## src/rtl/gpio_busmux_pkg.sv

```systemverilog
package gpio_busmux_pkg;
    localparam int PORT_W      = 8;
    localparam int REG_AW      = 2;
    localparam int SYNC_DEPTH  = 2;
    localparam int PUOFF_BIT   = 4;
    localparam logic [7:0] CTRL_WMASK = 8'b1001_0011;

    typedef enum logic [1:0] {
        RA_DIR   = 2'd0,
        RA_LEVEL = 2'd1,
        RA_PINS  = 2'd2,
        RA_CTRL  = 2'd3
    } reg_sel_e;

    typedef enum logic [2:0] {
        PH_GPIO       = 3'd0,
        PH_HOLD       = 3'd1,
        PH_ADDR       = 3'd2,
        PH_WRITE      = 3'd3,
        PH_ADDR_WRITE = 3'd4
    } bus_phase_e;
endpackage

```

## src/rtl/gpio_busmux_regs.sv

```systemverilog
module gpio_busmux_regs
    import gpio_busmux_pkg::*;
#(
    parameter int W  = PORT_W,
    parameter int AW = REG_AW
) (
    input  logic          clk,
    input  logic          rst_n,
    input  logic [AW-1:0] reg_addr,
    input  logic          reg_we,
    input  logic [W-1:0]  reg_wdata,
    input  logic [W-1:0]  pins_sync,
    output logic [W-1:0]  dir_q,
    output logic [W-1:0]  level_q,
    output logic          pu_off,
    output logic [W-1:0]  reg_rdata
);
    localparam logic [W-1:0] WMASK = W'(CTRL_WMASK);

    logic [W-1:0] ctrl_q;
    reg_sel_e     sel;

    assign sel    = reg_sel_e'(reg_addr);
    assign pu_off = ctrl_q[PUOFF_BIT];

    always_ff @(posedge clk or negedge rst_n) begin
        if (!rst_n) begin
            dir_q   <= '0;
            level_q <= '0;
            ctrl_q  <= '0;
        end else if (reg_we) begin
            unique case (sel)
                RA_DIR:   dir_q   <= reg_wdata;
                RA_LEVEL: level_q <= reg_wdata;
                RA_PINS:  ;
                RA_CTRL:  ctrl_q  <= reg_wdata & WMASK;
                default:  ;
            endcase
        end
    end

    always_comb begin
        reg_rdata = '0;
        unique case (sel)
            RA_DIR:   reg_rdata = dir_q;
            RA_LEVEL: reg_rdata = level_q;
            RA_PINS:  reg_rdata = pins_sync;
            RA_CTRL:  reg_rdata = ctrl_q;
            default:  reg_rdata = '0;
        endcase
    end

    // a direction write lands on the next edge
    assert_dir_write_R2: assert property (@(posedge clk) disable iff (!rst_n)
        (reg_we && sel == RA_DIR) |=> (dir_q == $past(reg_wdata)));

    // writes to the pin address leave all storage untouched
    assert_pins_write_ignored_R4: assert property (@(posedge clk) disable iff (!rst_n)
        (reg_we && sel == RA_PINS) |=> ($stable(dir_q) && $stable(level_q) && $stable(ctrl_q)));
endmodule

```

## src/rtl/gpio_busmux_sync.sv

```systemverilog
module gpio_busmux_sync
    import gpio_busmux_pkg::*;
#(
    parameter int W      = PORT_W,
    parameter int STAGES = SYNC_DEPTH
) (
    input  logic         clk,
    input  logic         rst_n,
    input  logic [W-1:0] din,
    output logic [W-1:0] dout
);
    logic [STAGES-1:0][W-1:0] st;

    always_ff @(posedge clk or negedge rst_n) begin
        if (!rst_n) st[0] <= '0;
        else        st[0] <= din;
    end

    generate
        for (genvar g = 1; g < STAGES; g++) begin : g_stage
            always_ff @(posedge clk or negedge rst_n) begin
                if (!rst_n) st[g] <= '0;
                else        st[g] <= st[g-1];
            end
        end
    endgenerate

    assign dout = st[STAGES-1];

    // edges seen since reset, saturating; lets the latency check start safely
    logic [1:0] age;
    always_ff @(posedge clk or negedge rst_n) begin
        if (!rst_n)          age <= '0;
        else if (age != 2'd3) age <= age + 2'd1;
    end

    generate
        if (STAGES == 2) begin : g_lat_chk
            assert_sync_latency_R11: assert property (@(posedge clk) disable iff (!rst_n)
                (age >= 2'd2) |-> (dout == $past(din, 2)));
        end
    endgenerate
endmodule

```

## src/rtl/gpio_busmux_pads.sv

```systemverilog
module gpio_busmux_pads
    import gpio_busmux_pkg::*;
#(
    parameter int W = PORT_W
) (
    input  logic         takeover,
    input  logic         xm_wr,
    input  logic         xm_ale,
    input  logic [W-1:0] xm_addr,
    input  logic [W-1:0] xm_wdata,
    input  logic [W-1:0] dir_q,
    input  logic [W-1:0] level_q,
    input  logic         pu_off,
    output bus_phase_e   phase,
    output logic [W-1:0] pad_out,
    output logic [W-1:0] pad_oe,
    output logic [W-1:0] pad_pu
);
    always_comb begin
        phase = PH_GPIO;
        if (takeover) begin
            unique case ({xm_ale, xm_wr})
                2'b00:   phase = PH_HOLD;
                2'b10:   phase = PH_ADDR;
                2'b01:   phase = PH_WRITE;
                2'b11:   phase = PH_ADDR_WRITE;
                default: phase = PH_HOLD;
            endcase
        end
    end

    generate
        for (genvar i = 0; i < W; i++) begin : g_pin
            always_comb begin
                pad_oe[i]  = 1'b0;
                pad_out[i] = 1'b0;
                pad_pu[i]  = 1'b0;
                unique case (phase)
                    PH_GPIO: begin
                        pad_oe[i]  = dir_q[i];
                        pad_out[i] = level_q[i];
                        pad_pu[i]  = ~dir_q[i] & level_q[i] & ~pu_off;
                    end
                    PH_HOLD: begin
                        pad_pu[i]  = level_q[i] & ~pu_off;
                    end
                    PH_ADDR: begin
                        pad_oe[i]  = 1'b1;
                        pad_out[i] = xm_addr[i];
                    end
                    PH_WRITE: begin
                        pad_oe[i]  = 1'b1;
                        pad_out[i] = xm_wdata[i];
                    end
                    PH_ADDR_WRITE: begin
                        pad_oe[i]  = 1'b1;
                        pad_out[i] = xm_addr[i] | xm_wdata[i];
                    end
                    default: ;
                endcase
            end
        end
    endgenerate
endmodule

```

## src/rtl/gpio_busmux_port.sv

```systemverilog
module gpio_busmux_port
    import gpio_busmux_pkg::*;
(
    input  logic                clk,
    input  logic                rst_n,
    input  logic [REG_AW-1:0]   reg_addr,
    input  logic                reg_we,
    input  logic [PORT_W-1:0]   reg_wdata,
    output logic [PORT_W-1:0]   reg_rdata,
    input  logic                xm_en,
    input  logic                xm_wr,
    input  logic                xm_ale,
    input  logic [PORT_W-1:0]   xm_addr,
    input  logic [PORT_W-1:0]   xm_wdata,
    output logic [PORT_W-1:0]   xm_rdata,
    input  logic [PORT_W-1:0]   pad_in,
    output logic [PORT_W-1:0]   pad_out,
    output logic [PORT_W-1:0]   pad_oe,
    output logic [PORT_W-1:0]   pad_pu
);
    logic [PORT_W-1:0] pins_sync;
    logic [PORT_W-1:0] dir_q;
    logic [PORT_W-1:0] level_q;
    logic              pu_off;
    logic              takeover;
    bus_phase_e        phase;

    // the memory interface counts as off while reset is held
    assign takeover = xm_en & rst_n;
    assign xm_rdata = pins_sync;

    gpio_busmux_sync #(.W(PORT_W), .STAGES(SYNC_DEPTH)) u_sync (
        .clk  (clk),
        .rst_n(rst_n),
        .din  (pad_in),
        .dout (pins_sync)
    );

    gpio_busmux_regs #(.W(PORT_W), .AW(REG_AW)) u_regs (
        .clk      (clk),
        .rst_n    (rst_n),
        .reg_addr (reg_addr),
        .reg_we   (reg_we),
        .reg_wdata(reg_wdata),
        .pins_sync(pins_sync),
        .dir_q    (dir_q),
        .level_q  (level_q),
        .pu_off   (pu_off),
        .reg_rdata(reg_rdata)
    );

    gpio_busmux_pads #(.W(PORT_W)) u_pads (
        .takeover(takeover),
        .xm_wr   (xm_wr),
        .xm_ale  (xm_ale),
        .xm_addr (xm_addr),
        .xm_wdata(xm_wdata),
        .dir_q   (dir_q),
        .level_q (level_q),
        .pu_off  (pu_off),
        .phase   (phase),
        .pad_out (pad_out),
        .pad_oe  (pad_oe),
        .pad_pu  (pad_pu)
    );

    // the global switch silences every pull-up
    assert_pu_off_all_R7: assert property (@(posedge clk) disable iff (!rst_n)
        pu_off |-> (pad_pu == '0));

    // a pin never pulls up while it drives
    assert_pu_oe_exclusive_R10: assert property (@(posedge clk) disable iff (!rst_n)
        ((pad_pu & pad_oe) == '0));

    // under takeover a strobe makes every pin drive
    assert_takeover_drive_R8: assert property (@(posedge clk) disable iff (!rst_n)
        (xm_en && (xm_wr || xm_ale)) |-> (pad_oe == '1));

    // under takeover without a strobe every pin floats
    assert_takeover_float_R8: assert property (@(posedge clk) disable iff (!rst_n)
        (xm_en && !xm_wr && !xm_ale) |-> (pad_oe == '0));

    // outside takeover the enables follow the direction register
    assert_gpio_dir_R5: assert property (@(posedge clk) disable iff (!rst_n)
        (phase == PH_GPIO) |-> (pad_oe == dir_q));

    // nothing drives or pulls up while reset is held
    always_comb begin
        if (!rst_n) begin
            assert_reset_quiet_R1: assert (pad_oe == '0 && pad_pu == '0);
        end
    end
endmodule

```

## config.mk

```make
export PLATFORM = sky130hd
export DESIGN_NAME = gpio_busmux_port
export DESIGN_NICKNAME = d
export VERILOG_FILES = /design/src/rtl/gpio_busmux_pkg.sv /design/src/rtl/gpio_busmux_regs.sv /design/src/rtl/gpio_busmux_sync.sv /design/src/rtl/gpio_busmux_pads.sv /design/src/rtl/gpio_busmux_port.sv
export SDC_FILE = /design/constraint.sdc
export NUM_CORES = 1
export LEC_CHECK = 0
export BUFFER_PORTS_ARGS = -buffer_cell sky130_fd_sc_hd__buf_2
export CORE_MARGIN = 1.5
export CORE_UTILIZATION = 50
export CTS_BUF_LIST = sky130_fd_sc_hd__clkbuf_8
export CTS_CLUSTER_DIAMETER = 150
export DETAILED_ROUTE_END_ITERATION = 12
export PLACE_DENSITY_LB_ADDON = 0.15
export SLEW_MARGIN = 20
export SYNTH_ARGS = -nofsm -noshare
export SYNTH_HDL_FRONTEND = slang
export SYNTH_SLANG_ARGS = --single-unit
```

## constraint.sdc

```tcl
create_clock -name clk -period 2 [get_ports clk]
set_input_delay 0.4 -clock clk [delete_from_list [all_inputs] [get_ports clk]]
set_output_delay 0.4 -clock clk [all_outputs]
set_load 0.1 [all_outputs]
```

==> impl_metrics.json, run 1 <==
{
  "status": "finished, violations left",
  "fin_crit_ns": 2.27,
  "violations": "negative setup slack",
  "power.density_mw_per_mm2": 1060,
  "place_area_sq_mm": 0.00318,
  "layout_common_cells": "buf_2, dfrtp_1, buf_12",
  "ctsLongestPathBuffers": 2,
  "port_buffers": 79,
  "ys_seq_area_share_pct": 44.5,
  "fp.coreArea_sq_mm": 0.00377,
  "p_seq_share_pct": 25.6,
  "relSlewSlack_pct": 64.8,
  "nets": 311,
  "peakVddDrop_mv": 0.798,
  "cts_made_buffers": 5,
  "viasPerCell": 6.62,
  "hp-class": "in -> reg",
  "fin_worst_skew_ns": 0.00441,
  "netlist_instances": 173,
  "leakagePower_uw": 0.00162,
  "ys_types": 33,
  "ys_warn_count": 0,
  "syn-num-nets": 216,
  "grt_pass1_wl_mm": 11.7,
  "synth_area_leader_cell": "dfrtp_1",
  "grt_max_degree": 37,
  "syn2layout_area_growth_pct": 74.7,
  "wl_mm": 8.76,
  "antenna_found_initial": 0,
  "place_ws_ns": -0.374,
  "dp_hpwl_mm": 4.35,
  "insertion_delay_ns": 0.28,
  "overflow": 0,
  "crit_fanout": 6,
  "synth-edff-count": 0,
  "ctsRootBufferMaster": "clkbuf_8",
  "die_y_um": 66.6,
  "fin_crit_sh_pct": 114,
  "synth_top_area_share_pct": 44.5,
  "vias": 2097,
  "endpoint_kind": "output port",
  "combPwrFrac_pct": 59.7,
  "p_sw_uw": 1790,
  "worst_slack_ns": -0.272,
  "intPower_uw": 1940,
  "max_freq_mhz": 440,
  "wl_per_cell_um": 27.6,
  "crit_required_ns": 1.60,
  "die_area_sq_mm": 0.00444,
  "final_common_cell": "buf_2",
  "start_kind": "input port",
  "gr-usage-all-layers_pct": 36.9,
  "final_layout_size_suffix_gt1_share_pct": 69.0,
  "cts_hold_buf": 0,
  "sw_frac_of_total_pct": 48.1,
  "drt_iter0_drc": 140,
  "ys_ff_latch": 36,
  "final_area_sq_mm": 0.00353,
  "start_util_pct": 53.6,
  "dieWidth_um": 66.6,
  "cts_tree": "done",
  "reg2reg_depth": 1,
  "hold_violations": 0,
  "pwr-share-clk_pct": 14.7,
  "holdPathStages": 1,
  "place_congestion": 0.779,
  "drtPass1Iterations": 4,
  "grt_pass1_vias": 2148,
  "io-pin-count": 80,
  "worstSetupPathType": "in -> out",
  "maxSlewViolCount": 0,
  "worstMarginPinSlew_ns": 0.528,
  "htreeDepth": 2,
  "synth_area_sq_mm": 0.00202,
  "setup_violations": 24,
  "rows": 22,
  "synth_area_per_cell_sq_um": 11.7,
  "clock-sinks": 36,
  "rsz0062_at_grt": "yes",
  "drtAntennaViolNets": 0,
  "cp_data_arrival_time_ns": 1.87,
  "path_clk_slew_ns": 0.06,
  "drc": 0,
  "synth_flop_cell": "dfrtp_1",
  "max-cap-violations": 0,
  "async_reset_ff_share_pct": 100,
  "synth_area_leaders": "dfrtp_1, mux2_2, mux4_2"
}
-- flip-flops by register name, indices dropped and copies added (netlist names) --
register / flops
u_regs.dir_q: 8
u_regs.level_q: 8
u_sync.dout: 8
u_regs.ctrl_q: 4
u_sync.st: 8
-- cells by family after synthesis --
kind of cell	count (synthesis)	share of synthesized area, %
simple gates	39	12.3
fa+ha+maj	3	1.86
xor+xnor	1	0.804
flops	36	44.5
compound gates	40	15.8
buf+inv	26	7.11
mux	28	17.6
-- cells in the mapped netlist (all sizes together) (2+ instances only) --
| library cell | n |
|---|---|
| o21a | 8 |
| mux4 | 4 |
| mux2i | 4 |
| inv | 10 |
| o311ai | 8 |
| and3 | 8 |
| a21oi | 2 |
| mux2 | 20 |
| nand3 | 10 |
| nand2 | 13 |
| o21ai | 12 |
| ha | 3 |
| o221a | 8 |
| buf | 15 |
| dfrtp | 36 |
-- power groups by stage --
| stage | Sequential [uW] | Combinational, uW | Clock, uW |
|---|---|---|---|
| 2_1_floorplan | 894 | 1430 | 0 |
| 3_3_place_gp | 925 | 2020 | 0 |
| 3_5_place_dp | 931 | 2050 | 0 |
| 4_1_cts | 926 | 2130 | 552 |
| 5_1_grt | 959 | 2270 | 580 |
| 6_report | 953 | 2230 | 550 |
-- repair_timing --
action | 4_1_cts | 5_1_grt
buffers inserted | 4 | 2
pin swaps | 11 | 6
setup endpoints to repair | 24 | 25
gates resized for setup | 24 | 18
gates cloned | 1 | 0
hold endpoints to repair | 0 | 0
-- final timing paths --
path / from / endpoint / slack (ns)
max: xm_ale / pad_out[4] / -0.27
min: pad_in[5] / u_sync.st[5] / 0.22
max reg2reg: u_regs.dir_q[3] / u_regs.dir_q[3] / 1.09
min reg2reg: u_sync.st[5] / u_sync.dout[5] / 0.35
max in group asynchronous: rst_n / u_sync.dout[2] / 1.38
min in group asynchronous: rst_n / u_regs.level_q[4] / 0.30
-- through the flow --
stage	std cells	setup TNS, ns	total power, uW	util [%]	hold slack (ns)
after floorplan	173	-3.16	2320	-	0.104
after global placement	302	-5.67	2950	84.3	0.331
after detailed placement	302	-6.75	2980	84.3	0.335
after CTS	314	-3.30	3610	91.3	0.212
after global routing	316	-4.98	3800	93.7	0.212
final	317	-4.53	3730	93.7	0.223
-- worst max-delay path, stage by stage --
cell and delay (ns):
buf_12 0.09, inv_12 0.03, ha_4 0.26, nor4b_4 0.29
a21oi_4 0.08, buf_12 0.16, o311ai_4 0.33, buf_12 0.22
-- area by class of cell --
cell class	instances	area [sq um]
multi-input combinational	111	1340
timing repair buffer	104	1080
sequential	36	901
fill	109	236
clock buffer	7	96.3
tap	48	60.1
inverter	10	52.6
antenna	1	2.50
-- per-layer routing --
layer | GRT usage [%] | wire (um) | up-vias
met5 | 0 | 0 | -
met4 | 20.4 | 690 | 0
met3 | 9.80 | 651 | 64
met2 | 62.4 | 4370 | 167
met1 | 42.2 | 3050 | 1037
li1 | - | - | 829
Power figures use the tool's default switching activity.
==> run 2, diff against run 1 <==
BUFFER_PORTS_ARGS = unset   (was -buffer_cell sky130_fd_sc_hd__buf_2)
DONT_BUFFER_PORTS = 1   (was unset)
==> run 2 against run 1 <==
Effect of this change:
- the run still ends with negative setup slack left
- sequential share of layout area up 2.2 points
- die area unchanged
- sequential power down 2.9%
- register-to-register slack better by 0.05 ns
- cell count down 14%
- global-route usage down 6.6 points
- clock power down 6.9%
- design area down 8.1%
- combinational power down 5%
- critical path depth down 1
- worst hold slack worse by 0.089 ns
==> impl_metrics.json, run 2 (synthesis results as in run 1) <==
{
  "ctsLongestPathBuffers": 2,
  "crit_required_ns": 1.60,
  "insertion_delay_ns": 0.28,
  "critPathMaxStageDelay_ns": 0.31,
  "worst_slack_ns": -0.122,
  "final_layout_size_suffix_gt1_share_pct": 58.7,
  "htreeDepth": 2,
  "port_buffers": 0,
  "hp-class": "in -> reg",
  "overflow": 0,
  "peakVddDrop_mv": 0.782,
  "p_seq_share_pct": 26.0,
  "grt_pass1_wl_mm": 9.63,
  "p_sw_uw": 1660,
  "critPathTopFamily": "compound AO/OA/AOI/OAI gates",
  "clock-sinks": 36,
  "viasPerCell": 6.25,
  "power.density_mw_per_mm2": 1090,
  "final.setup.tns_ns": -1.09,
  "vias": 1706,
  "grt_pass1_vias": 1765,
  "dieWidth_um": 66.6,
  "status": "finished, violations left",
  "dp_cells": 256,
  "setup_violations": 19,
  "gr-usage-all-layers_pct": 30.3,
  "fin_worst_skew_ns": 0.000490,
  "nets": 267,
  "antenna_found_initial": 0,
  "relSlewSlack_pct": 66.4,
  "worstSetupPathType": "in -> out",
  "dp_hpwl_mm": 4.09,
  "maxSlewViolCount": 0,
  "drt_iter0_drc": 155,
  "sw_frac_of_total_pct": 46.8,
  "n_antenna_cell": 0,
  "rows": 22,
  "drc": 0,
  "pwr-share-clk_pct": 14.4,
  "drtAntennaViolNets": 0,
  "crit_fanout": 5,
  "grt_max_degree": 37,
  "drtPass1Iterations": 4,
  "power_uw": 3560,
  "fin_crit_ns": 2.12,
  "leakagePower_uw": 0.00142,
  "die_y_um": 66.6,
  "place_congestion": 0.822,
  "start_util_pct": 53.6,
  "slowest_stage": "o311ai_4",
  "fp.coreArea_sq_mm": 0.00377,
  "endpoint_kind": "output port",
  "r2r_slack_ns": 1.14,
  "ctsRootBufferMaster": "clkbuf_8",
  "path_clk_slew_ns": 0.07,
  "syn2layout_area_growth_pct": 60.6,
  "worstMarginPinSlew_ns": 0.504,
  "start_kind": "input port",
  "intPower_uw": 1890,
  "io-pin-count": 80,
  "wl_mm": 6.10,
  "wl_per_cell_um": 22.4,
  "hold_violations": 0,
  "max_freq_mhz": 471,
  "cp_data_arrival_time_ns": 1.72,
  "layout_common_cells": "dfrtp_1, buf_12, buf_4",
  "instances_no_fill": 273,
  "critPathBufInv": 3,
  "cts_made_buffers": 5,
  "fin_crit_sh_pct": 106,
  "rsz0062_at_grt": "yes",
  "final_common_cell": "dfrtp_1",
  "die_area_sq_mm": 0.00444,
  "combPwrFrac_pct": 59.6,
  "place_ws_ns": -0.178,
  "max-cap-violations": 0,
  "violations": "negative setup slack",
  "cts_tree": "done",
  "path_cells": "inv_12 -> ha_4 -> nor4b_4 -> a21oi_4 -> buf_4 -> o311ai_4 -> buf_12"
}
run 2: what timing repair did:
action / 4_1_cts / 5_1_grt
setup endpoints to repair: 24 / 24
hold endpoints to repair: 36 / 0
setup buffers: 3 / 5
gates resized for setup: 10 / 6
hold buffers: 2 / 0
pin swaps: 2 / 2
run 2: routing by layer:
| layer | part of all wire, % | vias up | global-route usage [%] |
|---|---|---|---|
| met5 | 0 | - | 0 |
| met4 | 3.5 | 0 | 11.7 |
| met3 | 8.1 | 20 | 8.95 |
| met2 | 51 | 90 | 52.1 |
| met1 | 37 | 852 | 35.4 |
| li1 | - | 744 | - |
run 2: path summary, 6_finish.rpt:
kind / start / to / depth (start not counted)
max in group asynchronous: rst_n / u_sync.dout[5] / 2
worst max register to register: u_regs.dir_q[0] / u_regs.dir_q[0] / 1
worst min register to register: u_sync.st[2] / u_sync.dout[2] / 0
worst max-delay path: xm_ale / pad_out[0] / 7
min in group asynchronous: rst_n / u_regs.level_q[5] / 2
worst min-delay path: pad_in[7] / u_sync.st[7] / 0
run 2: stage by stage:
| step | hold slack [ns] | util, % | instance area, sq um |
|---|---|---|---|
| final | 0.134 | 86.2 | 3250 |
| after global routing | 0.124 | 86.2 | 3250 |
| after CTS | 0.135 | 85.2 | 3210 |
| after detailed placement | 0.106 | 79.9 | 3010 |
| after global placement | 0.106 | 79.9 | 3010 |
| after floorplan | 0.104 | - | 2260 |
run 2: final cells by class:
type                    count  area (sq um)
clock inverters             2          7.51
inverters                  10          50.0
multi-input cells         111          1250
fillers                   150           522
repair buffers             60           902
well taps                  48          60.1
clock buffers               6          82.6
flip-flops and latches     36           901
run 2: power by group through the flow:
stage          Combinational, uW  Sequential (uW)  Clock [uW]
2_1_floorplan               1430              894           0
3_3_place_gp                2010              919           0
3_5_place_dp                2040              932           0
4_1_cts                     2090              921         516
5_1_grt                     2170              939         553
6_report                    2120              925         512
==> run 3, diff against run 2 <==
CTS_BUF_LIST = sky130_fd_sc_hd__clkbuf_4   (was sky130_fd_sc_hd__clkbuf_8)
==> run 3 against run 2 <==
Effect of this change:
- the flow still finishes with violations (negative setup slack)
- maximum frequency up 1.1%
- clock skew up 0.0031 ns
- sequential cell count unchanged
- worst setup slack better by 0.023 ns
- sequential power down 0.4%
- routed wire length down 10%
- critical path depth unchanged
==> impl_metrics.json, run 3 (synthesis results as in run 1) <==
{
  "status": "finished, violations left",
  "violations": "negative setup slack",
  "final_common_cell": "dfrtp_1",
  "setup_violations": 14,
  "place_congestion": 0.822,
  "worstSetupPathType": "in -> out",
  "grt_pass1_vias": 1745,
  "power_uw": 3400,
  "fp.coreArea_sq_mm": 0.00377,
  "max_freq_mhz": 477,
  "hold_violations": 0,
  "rows": 22,
  "ctsRootBufferMaster": "clkbuf_4",
  "wl_per_cell_um": 20.4,
  "fin_crit_ns": 2.10,
  "path_cells": "inv_12 -> ha_4 -> nor4b_4 -> a21oi_4 -> buf_12 -> o311ai_4 -> buf_12",
  "layout_common_cells": "dfrtp_1, buf_12, mux2_2",
  "power.density_mw_per_mm2": 1060,
  "grt_max_degree": 37,
  "slowest_stage": "o311ai_4",
  "fin_worst_skew_ns": 0.00363,
  "endpoint_kind": "output port",
  "viasPerCell": 6.10,
  "antenna_found_initial": 0,
  "critPathMaxStageDelay_ns": 0.32,
  "fin_util_pct": 84.6,
  "drtAntennaViolNets": 0,
  "leakagePower_uw": 0.00139,
  "path_clk_slew_ns": 0.10,
  "drt_iter0_drc": 95,
  "crit_fanout": 8,
  "maxSlewViolCount": 0,
  "die_y_um": 66.6,
  "hp-class": "in -> reg",
  "vias": 1640,
  "start_kind": "input port",
  "dieWidth_um": 66.6,
  "drtPass1Iterations": 4,
  "final.setup.tns_ns": -0.656,
  "cts_made_buffers": 5,
  "ctsLongestPathBuffers": 2,
  "drc": 0,
  "n_antenna_cell": 0,
  "dp_hpwl_mm": 4.09,
  "wl_mm": 5.49,
  "io-pin-count": 80,
  "max-cap-violations": 0,
  "final_layout_size_suffix_gt1_share_pct": 58.8,
  "worst_slack_ns": -0.0984,
  "cp_data_arrival_time_ns": 1.70,
  "worstMarginPinSlew_ns": 0.494,
  "insertion_delay_ns": 0.32,
  "grt_pass1_wl_mm": 8.85,
  "gr-usage-all-layers_pct": 27.2,
  "relSlewSlack_pct": 67.0,
  "cts_tree": "done",
  "rsz0062_at_grt": "yes",
  "peakVddDrop_mv": 0.743,
  "die_area_sq_mm": 0.00444,
  "syn2layout_area_growth_pct": 57.7,
  "nets": 263,
  "port_buffers": 0,
  "clock-sinks": 36,
  "overflow": 0,
  "start_util_pct": 53.6,
  "crit_required_ns": 1.60,
  "crit_path_frequent_cell": "buf_12",
  "fin_crit_sh_pct": 105,
  "htreeDepth": 2
}
run 3: cell count changes in the layout (fill, tap and decap cells not counted):
cell,before,now
clkbuf_8,6,0
nand3_1,8,7
inv_1,10,8
clkbuf_4,0,7
buf_4,21,17
clkinv_1,0,1
nand3_2,2,3
run 3: per-layer routing:
layer | global-route usage [%] | routed length [um] | up-vias
met4 | 7.40 | 116 | 0
met1 | 31.0 | 2100 | 821
met5 | 0 | 0 | -
li1 | - | - | 739
met2 | 49.1 | 2940 | 68
met3 | 8.11 | 336 | 12
run 3: critical path: cells and delay by family:
family,cells,cell delay [ns]
simple gates,1,0.27
compound gates,2,0.38
fa+ha+maj,1,0.25
buf+inv,3,0.39
run 3: repair_timing:
item	4_1_cts	5_1_grt
endpoints found under the setup margin	24	24
hold buffers	2	0
resized for setup	10	7
setup buffers	3	1
hold endpoints to repair	36	0
pin swaps	3	4
run 3: metrics by stage:
stage          hold WS [ns]  area (sq um)  worst slack, ns  instances
4_1_cts              0.0926          3170          -0.0817        269
6_report             0.0943          3190          -0.0984        269
3_5_place_dp          0.106          3010           -0.178        256
2_1_floorplan         0.104          2260           -0.414        173
3_3_place_gp          0.106          3010           -0.108        256
5_1_grt              0.0643          3190           -0.152        269
run 3: layout make-up:
cell class / count / area [sq um]
timing repair buffer: 56 / 872
fill: 172 / 581
inverter: 10 / 50.0
clock inverter: 1 / 3.75
clock buffer: 7 / 52.6
sequential: 36 / 901
multi-input combinational: 111 / 1250
tap: 48 / 60.1
run 3: worst paths after layout:
kind,from,end,slack (ns),cells after the start
worst max-delay path,xm_ale,pad_out[0],-0.1,7
worst min-delay path,pad_in[4],u_sync.st[4],0.09,0
worst max register to register,u_regs.dir_q[0],u_regs.dir_q[0],1.15,1
min in group asynchronous,rst_n,u_regs.level_q[4],0.52,2
worst min register to register,u_sync.st[2],u_sync.dout[2],0.35,0
max in group asynchronous,rst_n,u_sync.st[7],1.29,2
run 3: report_power, final:
group	total, uW	internal [uW]	switching (uW)
registers	921	820	101
logic	2100	795	1300
clock network	377	162	215
total	3400	1780	1620
